==> config.mk <==
export PLATFORM = sky130hd
export DESIGN_NAME = pwc_wake_ctrl
export DESIGN_NICKNAME = d
export VERILOG_FILES = /design/src/rtl/pwc_pkg.sv /design/src/rtl/pwc_sync.sv /design/src/rtl/pwc_power_fsm.sv /design/src/rtl/pwc_wake_detect.sv /design/src/rtl/pwc_wake_ctrl.sv
export SDC_FILE = /design/constraint.sdc
export NUM_CORES = 1
export LEC_CHECK = 0
export BUFFER_PORTS_ARGS = -buffer_cell sky130_fd_sc_hd__buf_4
export CAP_MARGIN = 20
export CORE_MARGIN = 8
export CORE_UTILIZATION = 47
export CTS_CLUSTER_SIZE = 8
export DETAILED_ROUTE_END_ITERATION = 10
export PLACE_DENSITY = 0.78
export REMOVE_ABC_BUFFERS = 1
export SLEW_MARGIN = 40
export SYNTH_ARGS = -nofsm -noshare
export SYNTH_HDL_FRONTEND = slang
export SYNTH_SLANG_ARGS = --single-unit
==> constraint.sdc <==
create_clock -name clk -period 1.45 [get_ports clk]
set_clock_uncertainty 0.1 [all_clocks]
set_input_delay 0.29 -clock clk [delete_from_list [all_inputs] [get_ports clk]]
set_output_delay 0.29 -clock clk [all_outputs]
set_load 0.03 [all_outputs]
==> src/rtl/pwc_pkg.sv <==
package pwc_pkg;
  typedef enum logic [1:0] {
    PS_RUN    = 2'd0,
    PS_OFF    = 2'd1,
    PS_LISTEN = 2'd2
  } pwr_state_t;
endpackage

==> src/rtl/pwc_sync.sv <==
// Multi-stage synchronizer for asynchronous level inputs.
module pwc_sync #(
  parameter int unsigned          WIDTH   = 1,
  parameter int unsigned          STAGES  = 2,
  parameter logic [WIDTH-1:0]     RST_VAL = '0
) (
  input  logic             clk,
  input  logic             rst_n,
  input  logic [WIDTH-1:0] d,
  output logic [WIDTH-1:0] q
);
  logic [WIDTH-1:0] stage_q [STAGES];

  for (genvar g = 0; g < STAGES; g++) begin : g_stage
    if (g == 0) begin : g_first
      always_ff @(posedge clk or negedge rst_n) begin
        if (!rst_n) stage_q[g] <= RST_VAL;
        else        stage_q[g] <= d;
      end
    end else begin : g_next
      always_ff @(posedge clk or negedge rst_n) begin
        if (!rst_n) stage_q[g] <= RST_VAL;
        else        stage_q[g] <= stage_q[g-1];
      end
    end
  end

  assign q = stage_q[STAGES-1];
endmodule

==> src/rtl/pwc_power_fsm.sv <==
// Sleep/run state machine; the mode is captured on sleep entry only.
module pwc_power_fsm
  import pwc_pkg::*;
(
  input  logic       clk,
  input  logic       rst_n,
  input  logic       pd_n_s,
  input  logic       keep_ring,
  output pwr_state_t state_q
);
  pwr_state_t state_nxt;

  always_comb begin
    state_nxt = state_q;
    if (pd_n_s) begin
      state_nxt = PS_RUN;
    end else if (state_q == PS_RUN) begin
      state_nxt = keep_ring ? PS_LISTEN : PS_OFF;
    end
  end

  always_ff @(posedge clk or negedge rst_n) begin
    if (!rst_n) state_q <= PS_RUN;
    else        state_q <= state_nxt;
  end
endmodule

==> src/rtl/pwc_wake_detect.sv <==
// Edge qualification, cause register and serial-interface wake flag.
module pwc_wake_detect #(
  parameter int unsigned GPIO_W = 4
) (
  input  logic              clk,
  input  logic              rst_n,
  input  logic              ring_s,
  input  logic [GPIO_W-1:0] gpio_s,
  input  logic              ring_mask,
  input  logic [GPIO_W-1:0] gpio_dir_in,
  input  logic [GPIO_W-1:0] gpio_mask,
  input  logic              armed,
  input  logic              in_run,
  input  logic              status_rd,
  output logic              cause_ring,
  output logic [GPIO_W-1:0] cause_gpio,
  output logic              awake,
  output logic              any_hit
);
  logic              ring_d;
  logic [GPIO_W-1:0] gpio_d;
  logic              ring_hit;
  logic [GPIO_W-1:0] gpio_hit;
  logic              cause_en;
  logic              cause_ring_nxt;
  logic [GPIO_W-1:0] cause_gpio_nxt;
  logic              awake_en;
  logic              awake_nxt;

  always_ff @(posedge clk or negedge rst_n) begin
    if (!rst_n) begin
      ring_d <= 1'b0;
      gpio_d <= '0;
    end else begin
      ring_d <= ring_s;
      gpio_d <= gpio_s;
    end
  end

  always_comb begin
    ring_hit       = armed & ring_s & ~ring_d & ~ring_mask;
    gpio_hit       = {GPIO_W{armed}} & gpio_s & ~gpio_d & gpio_dir_in & ~gpio_mask;
    any_hit        = ring_hit | (|gpio_hit);
    cause_en       = status_rd | any_hit;
    cause_ring_nxt = (cause_ring & ~status_rd) | ring_hit;
    cause_gpio_nxt = (cause_gpio & ~{GPIO_W{status_rd}}) | gpio_hit;
    awake_en       = in_run | status_rd | any_hit;
    awake_nxt      = in_run ? 1'b0 : ((awake & ~status_rd) | any_hit);
  end

  always_ff @(posedge clk or negedge rst_n) begin
    if (!rst_n) begin
      cause_ring <= 1'b0;
      cause_gpio <= '0;
    end else if (cause_en) begin
      cause_ring <= cause_ring_nxt;
      cause_gpio <= cause_gpio_nxt;
    end
  end

  always_ff @(posedge clk or negedge rst_n) begin
    if (!rst_n)        awake <= 1'b0;
    else if (awake_en) awake <= awake_nxt;
  end
endmodule

==> src/rtl/pwc_wake_ctrl.sv <==
module pwc_wake_ctrl
  import pwc_pkg::*;
#(
  parameter int unsigned GPIO_W      = 4,
  parameter int unsigned SYNC_STAGES = 2
) (
  input  logic              clk,
  input  logic              rst_n,
  input  logic              pd_n,
  input  logic              keep_ring,
  input  logic              ring_in,
  input  logic              ring_mask,
  input  logic [GPIO_W-1:0] gpio_in,
  input  logic [GPIO_W-1:0] gpio_dir_in,
  input  logic [GPIO_W-1:0] gpio_mask,
  input  logic              status_rd,
  output logic              core_pwr_en,
  output logic              sif_pwr_en,
  output logic              wake_irq,
  output logic              ring_out,
  output logic              cause_ring,
  output logic [GPIO_W-1:0] cause_gpio
);
  logic              pd_s;
  logic              ring_s;
  logic [GPIO_W-1:0] gpio_s;
  pwr_state_t        state_q;
  logic              awake;
  logic              any_hit;

  pwc_sync #(.WIDTH(1), .STAGES(SYNC_STAGES), .RST_VAL(1'b1)) u_pd_sync (
    .clk(clk), .rst_n(rst_n), .d(pd_n), .q(pd_s));

  pwc_sync #(.WIDTH(1), .STAGES(SYNC_STAGES), .RST_VAL(1'b0)) u_ring_sync (
    .clk(clk), .rst_n(rst_n), .d(ring_in), .q(ring_s));

  pwc_sync #(.WIDTH(GPIO_W), .STAGES(SYNC_STAGES), .RST_VAL('0)) u_gpio_sync (
    .clk(clk), .rst_n(rst_n), .d(gpio_in), .q(gpio_s));

  pwc_power_fsm u_fsm (
    .clk(clk), .rst_n(rst_n), .pd_n_s(pd_s), .keep_ring(keep_ring), .state_q(state_q));

  pwc_wake_detect #(.GPIO_W(GPIO_W)) u_detect (
    .clk        (clk),
    .rst_n      (rst_n),
    .ring_s     (ring_s),
    .gpio_s     (gpio_s),
    .ring_mask  (ring_mask),
    .gpio_dir_in(gpio_dir_in),
    .gpio_mask  (gpio_mask),
    .armed      (state_q == PS_LISTEN),
    .in_run     (state_q == PS_RUN),
    .status_rd  (status_rd),
    .cause_ring (cause_ring),
    .cause_gpio (cause_gpio),
    .awake      (awake),
    .any_hit    (any_hit)
  );

  assign core_pwr_en = (state_q == PS_RUN);
  assign sif_pwr_en  = (state_q == PS_RUN) | awake;
  assign wake_irq    = cause_ring | (|cause_gpio);
  assign ring_out    = ring_s & (state_q != PS_OFF);
endmodule

==> flow_summary_export.csv <==
group,metric,value,unit
floorplanning,ioPinCount,28,
worst_setup_path,r2r_setup_slk,200,ps
synth,post_synth_inst_count,61,
detailed_routing,avgRoutedWirePerCell,13.1,microns
cells_and_area,fillers,120,
detailed_routing,route.vias.total,615,
place,place_worst_setup_slack,149,ps
place,numPlacedInstances,113,
worst_setup_path,worst-endpoint-required,1060,ps
floorplanning,fp.dieH,58.5,microns
hold_path,worst_hold_path.num_cells,2,
detailed_routing,detail_route.vias_per_cell,4.73,
timing,max_clock_freq,636,MHz
clock_network,cts-root-buf,"sky130_fd_sc_hd__clkbuf_4",
timing,share_of_the_clock_period_used_by_the_worst_path,108,%
clock_network,clock_path_buffers,2,
floorplanning,rows,15,
place,io_buffers,27,
worst_setup_path,critPathMaxFanout,4,
worst_setup_path,critPathLaunch,"u_fsm.state_q[0]$_DFFE_PN0P_",
clock_network,clk_latency,310,ps
worst_setup_path,data_arrival_time_at_the_worst_slack_endpoint,1180,ps
detailed_routing,drt-pass1-iter-count,3,
detailed_routing,drt-total-wl,1710,microns
timing,final_setup_violations,3,
timing,fin_hold_ws,83.3,ps
timing,slew-limit-headroom,79.8,%
timing,rsz_0062_raised_after_global_routing,"yes",
power_and_ir_drop,p_clk_share,23.9,%
place,place_congestion,0.779,
worst_setup_path,critPathTopFamily,"flip-flops",
global_route,grt_start_max_net_pins,26,
timing,slew_viol_final,0,
cells_and_area,drive_above_1_share,45.7,%
cells_and_area,register_area,629,sq um
worst_setup_path,crit_chain,"nor2_4 -> or2_1 -> buf_6",
synth,synth.yosys.seq_area_share,73.8,%
run_status,failing_checks,"setup timing",
global_route,wire_length_of_the_first_global_routing_pass,2790,microns
power_and_ir_drop,power.internal,0.947,mW
worst_setup_path,worst_setup_path_start_kind,"flip-flop",
clock_network,cts-buffers-inserted,3,
global_route,first_global_vias,691,
flow_run,max-cap-violations,0,
synth,synth.cell_area,851,sq um
place,dpl-instance-area,0.00108,sq mm
cells_and_area,mostFrequentLayoutCell,"sky130_fd_sc_hd__buf_4",
cells_and_area,layout.nets,125,
worst_setup_path,cpMaxStageDelayCell,"sky130_fd_sc_hd__dfrtp_2",
power_and_ir_drop,combinationalPowerShare,15.8,%
floorplanning,floorplan.die.width,58.5,microns
worst_setup_path,cp.depth,3,
synth,yosysWarningCount,0,
cells_and_area,finish.instance_area,0.00127,sq mm
synth,post_synth_num_cell_types,18,
clock_network,clk_sinks,25,
floorplanning,initial_core_util,49.8,%
worst_setup_path,worst_path_largest_cell_delay,460,ps
power_and_ir_drop,cellLeakagePower,0.592,nW
synth,yosys_register_bits,25,
floorplanning,floorplan.die_area,0.00343,sq mm
global_route,globalRouteTotalUtil,10.7,%
power_and_ir_drop,net-switching-power,0.302,mW
power_and_ir_drop,totalPowerFinal,1.25,mW
worst_setup_path,setup.worst_path.class,"reg -> out",
cells_and_area,antenna_cells_inserted,0,
worst_setup_path,crit-reg2reg-capture,"u_detect.awake$_DFFE_PN0P_",
worst_setup_path,worstReg2RegStart,"u_fsm.state_q[1]$_DFFE_PN0P_",
synth,synthesis.area_per_instance,13.9,sq um
detailed_routing,route.antenna.remaining_nets,0,
clock_network,reg_clk_slew_reported_paths,120,ps
worst_setup_path,timing.critical_path.to,"sif_pwr_en",
worst_setup_path,worst_setup_path_end_kind,"output pin",
power_and_ir_drop,cellPowerDensity,986,mW/mm^2
hold_path,hold_path_class,"in -> reg",
cells_and_area,most-common-layout-cells,"27 x sky130_fd_sc_hd__buf_4, 22 x sky130_fd_sc_hd__dfrtp_1, 7 x sky130_fd_sc_hd__dlygate4sd3_1",
power_and_ir_drop,ir_drop,0.000736,V
timing,finalHoldViolations,0,
power_and_ir_drop,power_switching_share,24.2,%
cells_and_area,multi_input_gate_area,216,sq um
timing,period_needed,1570,ps
global_route,antenna_found_initial,0,
worst_setup_path,worst-path-buf-inv,1,
cells_and_area,area_delta_synth_final,48.8,%
detailed_routing,dr.first_iter.drc_count,6,
clock_network,cts_tree,"done",
floorplanning,core_area,0.00171,sq mm
timing,timing_worst_slew_pin_value,304,ps
clock_network,clock_tree.htree_level_count,1,
cells_and_area,layoutNonFillerInstCount,130,
run_status,result_of_the_run,"finished with violations",
timing,smallest_setup_slack_after_layout,-123,ps
detailed_routing,post-route-drc-count,0,
worst_setup_path,reg2reg_depth,4,
global_route,grt_remaining_overflow,0,
power_and_ir_drop,p_seq_share,60.3,%
place,dp_hpwl,1210,microns
[kinds of logic (layout without fill, tap and decap cells)]
family	Yosys count	in the layout	synth area share, %
simple gates	20	20	16.0
buf+inv	6	50	2.65
flops	25	25	73.8
compound gates	10	10	7.50
[worst min-delay path by stage]
stage | to | slack, ps | startpoint
final | u_detect.cause_gpio[1]$_DFFE_PN0P_ | 80 | status_rd
after global placement | u_detect.ring_d$_DFF_PN0_ | 100 | rst_n
after floorplan | u_detect.awake$_DFFE_PN0P_ | -110 | rst_n
after CTS | u_detect.cause_gpio[1]$_DFFE_PN0P_ | 70 | status_rd
after detailed placement | u_detect.awake$_DFFE_PN0P_ | 110 | rst_n
after global routing | u_detect.cause_gpio[1]$_DFFE_PN0P_ | 80 | status_rd
[sequential cells by signal, summed over array words and instances (netlist names)]
name,count
u_detect.cause_ring,1
u_detect.gpio_d,4
u_detect.ring_d,1
u_ring_sync.q,1
u_detect.awake,1
u_gpio_sync.q,4
u_ring_sync.stage_q,1
u_fsm.state_q,2
u_detect.cause_gpio,4
u_gpio_sync.stage_q,4
u_pd_sync.stage_q,1
u_pd_sync.q,1
[repair_timing]
action | CTS | global route
gates resized for setup | 7 | 5
hold buffers | 7 | 0
endpoints found under the hold margin | 29 | 0
cloned | 0 | 0
buffers inserted | 5 | 1
endpoints found under the setup margin | 4 | 4
pin swaps | 1 | 2
[power by group through the flow]
stage	Clock, mW	Combinational, mW	Sequential [mW]
finish	0.298	0.197	0.753
global route	0.338	0.213	0.757
CTS	0.316	0.191	0.752
detailed placement	0	0.154	0.764
global placement	0	0.152	0.761
floorplan	0	0.0632	0.766
[worst reg2reg max path: cells and delay by family (launching register included)]
family / cells / cell delay (ps)
AND/OR/NAND/NOR: 1 / 210
AO/OA/AOI/OAI: 2 / 290
flip-flops: 1 / 450
buffers and inverters: 1 / 140
[final cells by class]
cell class	instances	area share, %
inverter	6	1.78
tap	25	2.47
multi-input combinational	30	17.1
clock buffer	4	2.08
timing repair buffer	40	26.9
sequential	25	49.7
[synthesized netlist by cell type]
library cell | n | area share (%)
sky130_fd_sc_hd__and4bb_1 | 1 | 1.5
sky130_fd_sc_hd__o21ai_1 | 2 | 1.2
sky130_fd_sc_hd__a41oi_2 | 1 | 1.9
sky130_fd_sc_hd__nand2b_1 | 2 | 1.5
sky130_fd_sc_hd__a21oi_1 | 1 | 0.59
sky130_fd_sc_hd__nor3_1 | 1 | 0.59
sky130_fd_sc_hd__nand2_1 | 4 | 1.8
sky130_fd_sc_hd__nor2_1 | 5 | 2.2
sky130_fd_sc_hd__and4bb_2 | 3 | 4.4
sky130_fd_sc_hd__or2_1 | 1 | 0.74
sky130_fd_sc_hd__dfrtp_1 | 23 | 68
sky130_fd_sc_hd__inv_1 | 6 | 2.6
sky130_fd_sc_hd__nand3_1 | 1 | 0.59
sky130_fd_sc_hd__dfstp_2 | 2 | 6.2
sky130_fd_sc_hd__nor2b_4 | 1 | 1.6
sky130_fd_sc_hd__nand3_2 | 1 | 1.2
sky130_fd_sc_hd__a21boi_0 | 1 | 0.88
sky130_fd_sc_hd__o21ai_0 | 5 | 2.9
[per-stage QoR]
| step | TNS (ps) | utilization [%] |
|---|---|---|
| 2_1_floorplan | -302 | - |
| 3_3_place_gp | 0 | 63.5 |
| 3_5_place_dp | 0 | 63.5 |
| 5_1_grt | -607 | 74.1 |
| 4_1_cts | -344 | 72.5 |
| 6_report | -327 | 74.1 |
[metal layers]
metal	track usage, %	wire [microns]
met5	0	0
met4	6.99	37
met3	4.78	140
met2	18.3	897
met1	10.2	632
Note: power is estimated with default switching activity, not from simulation.
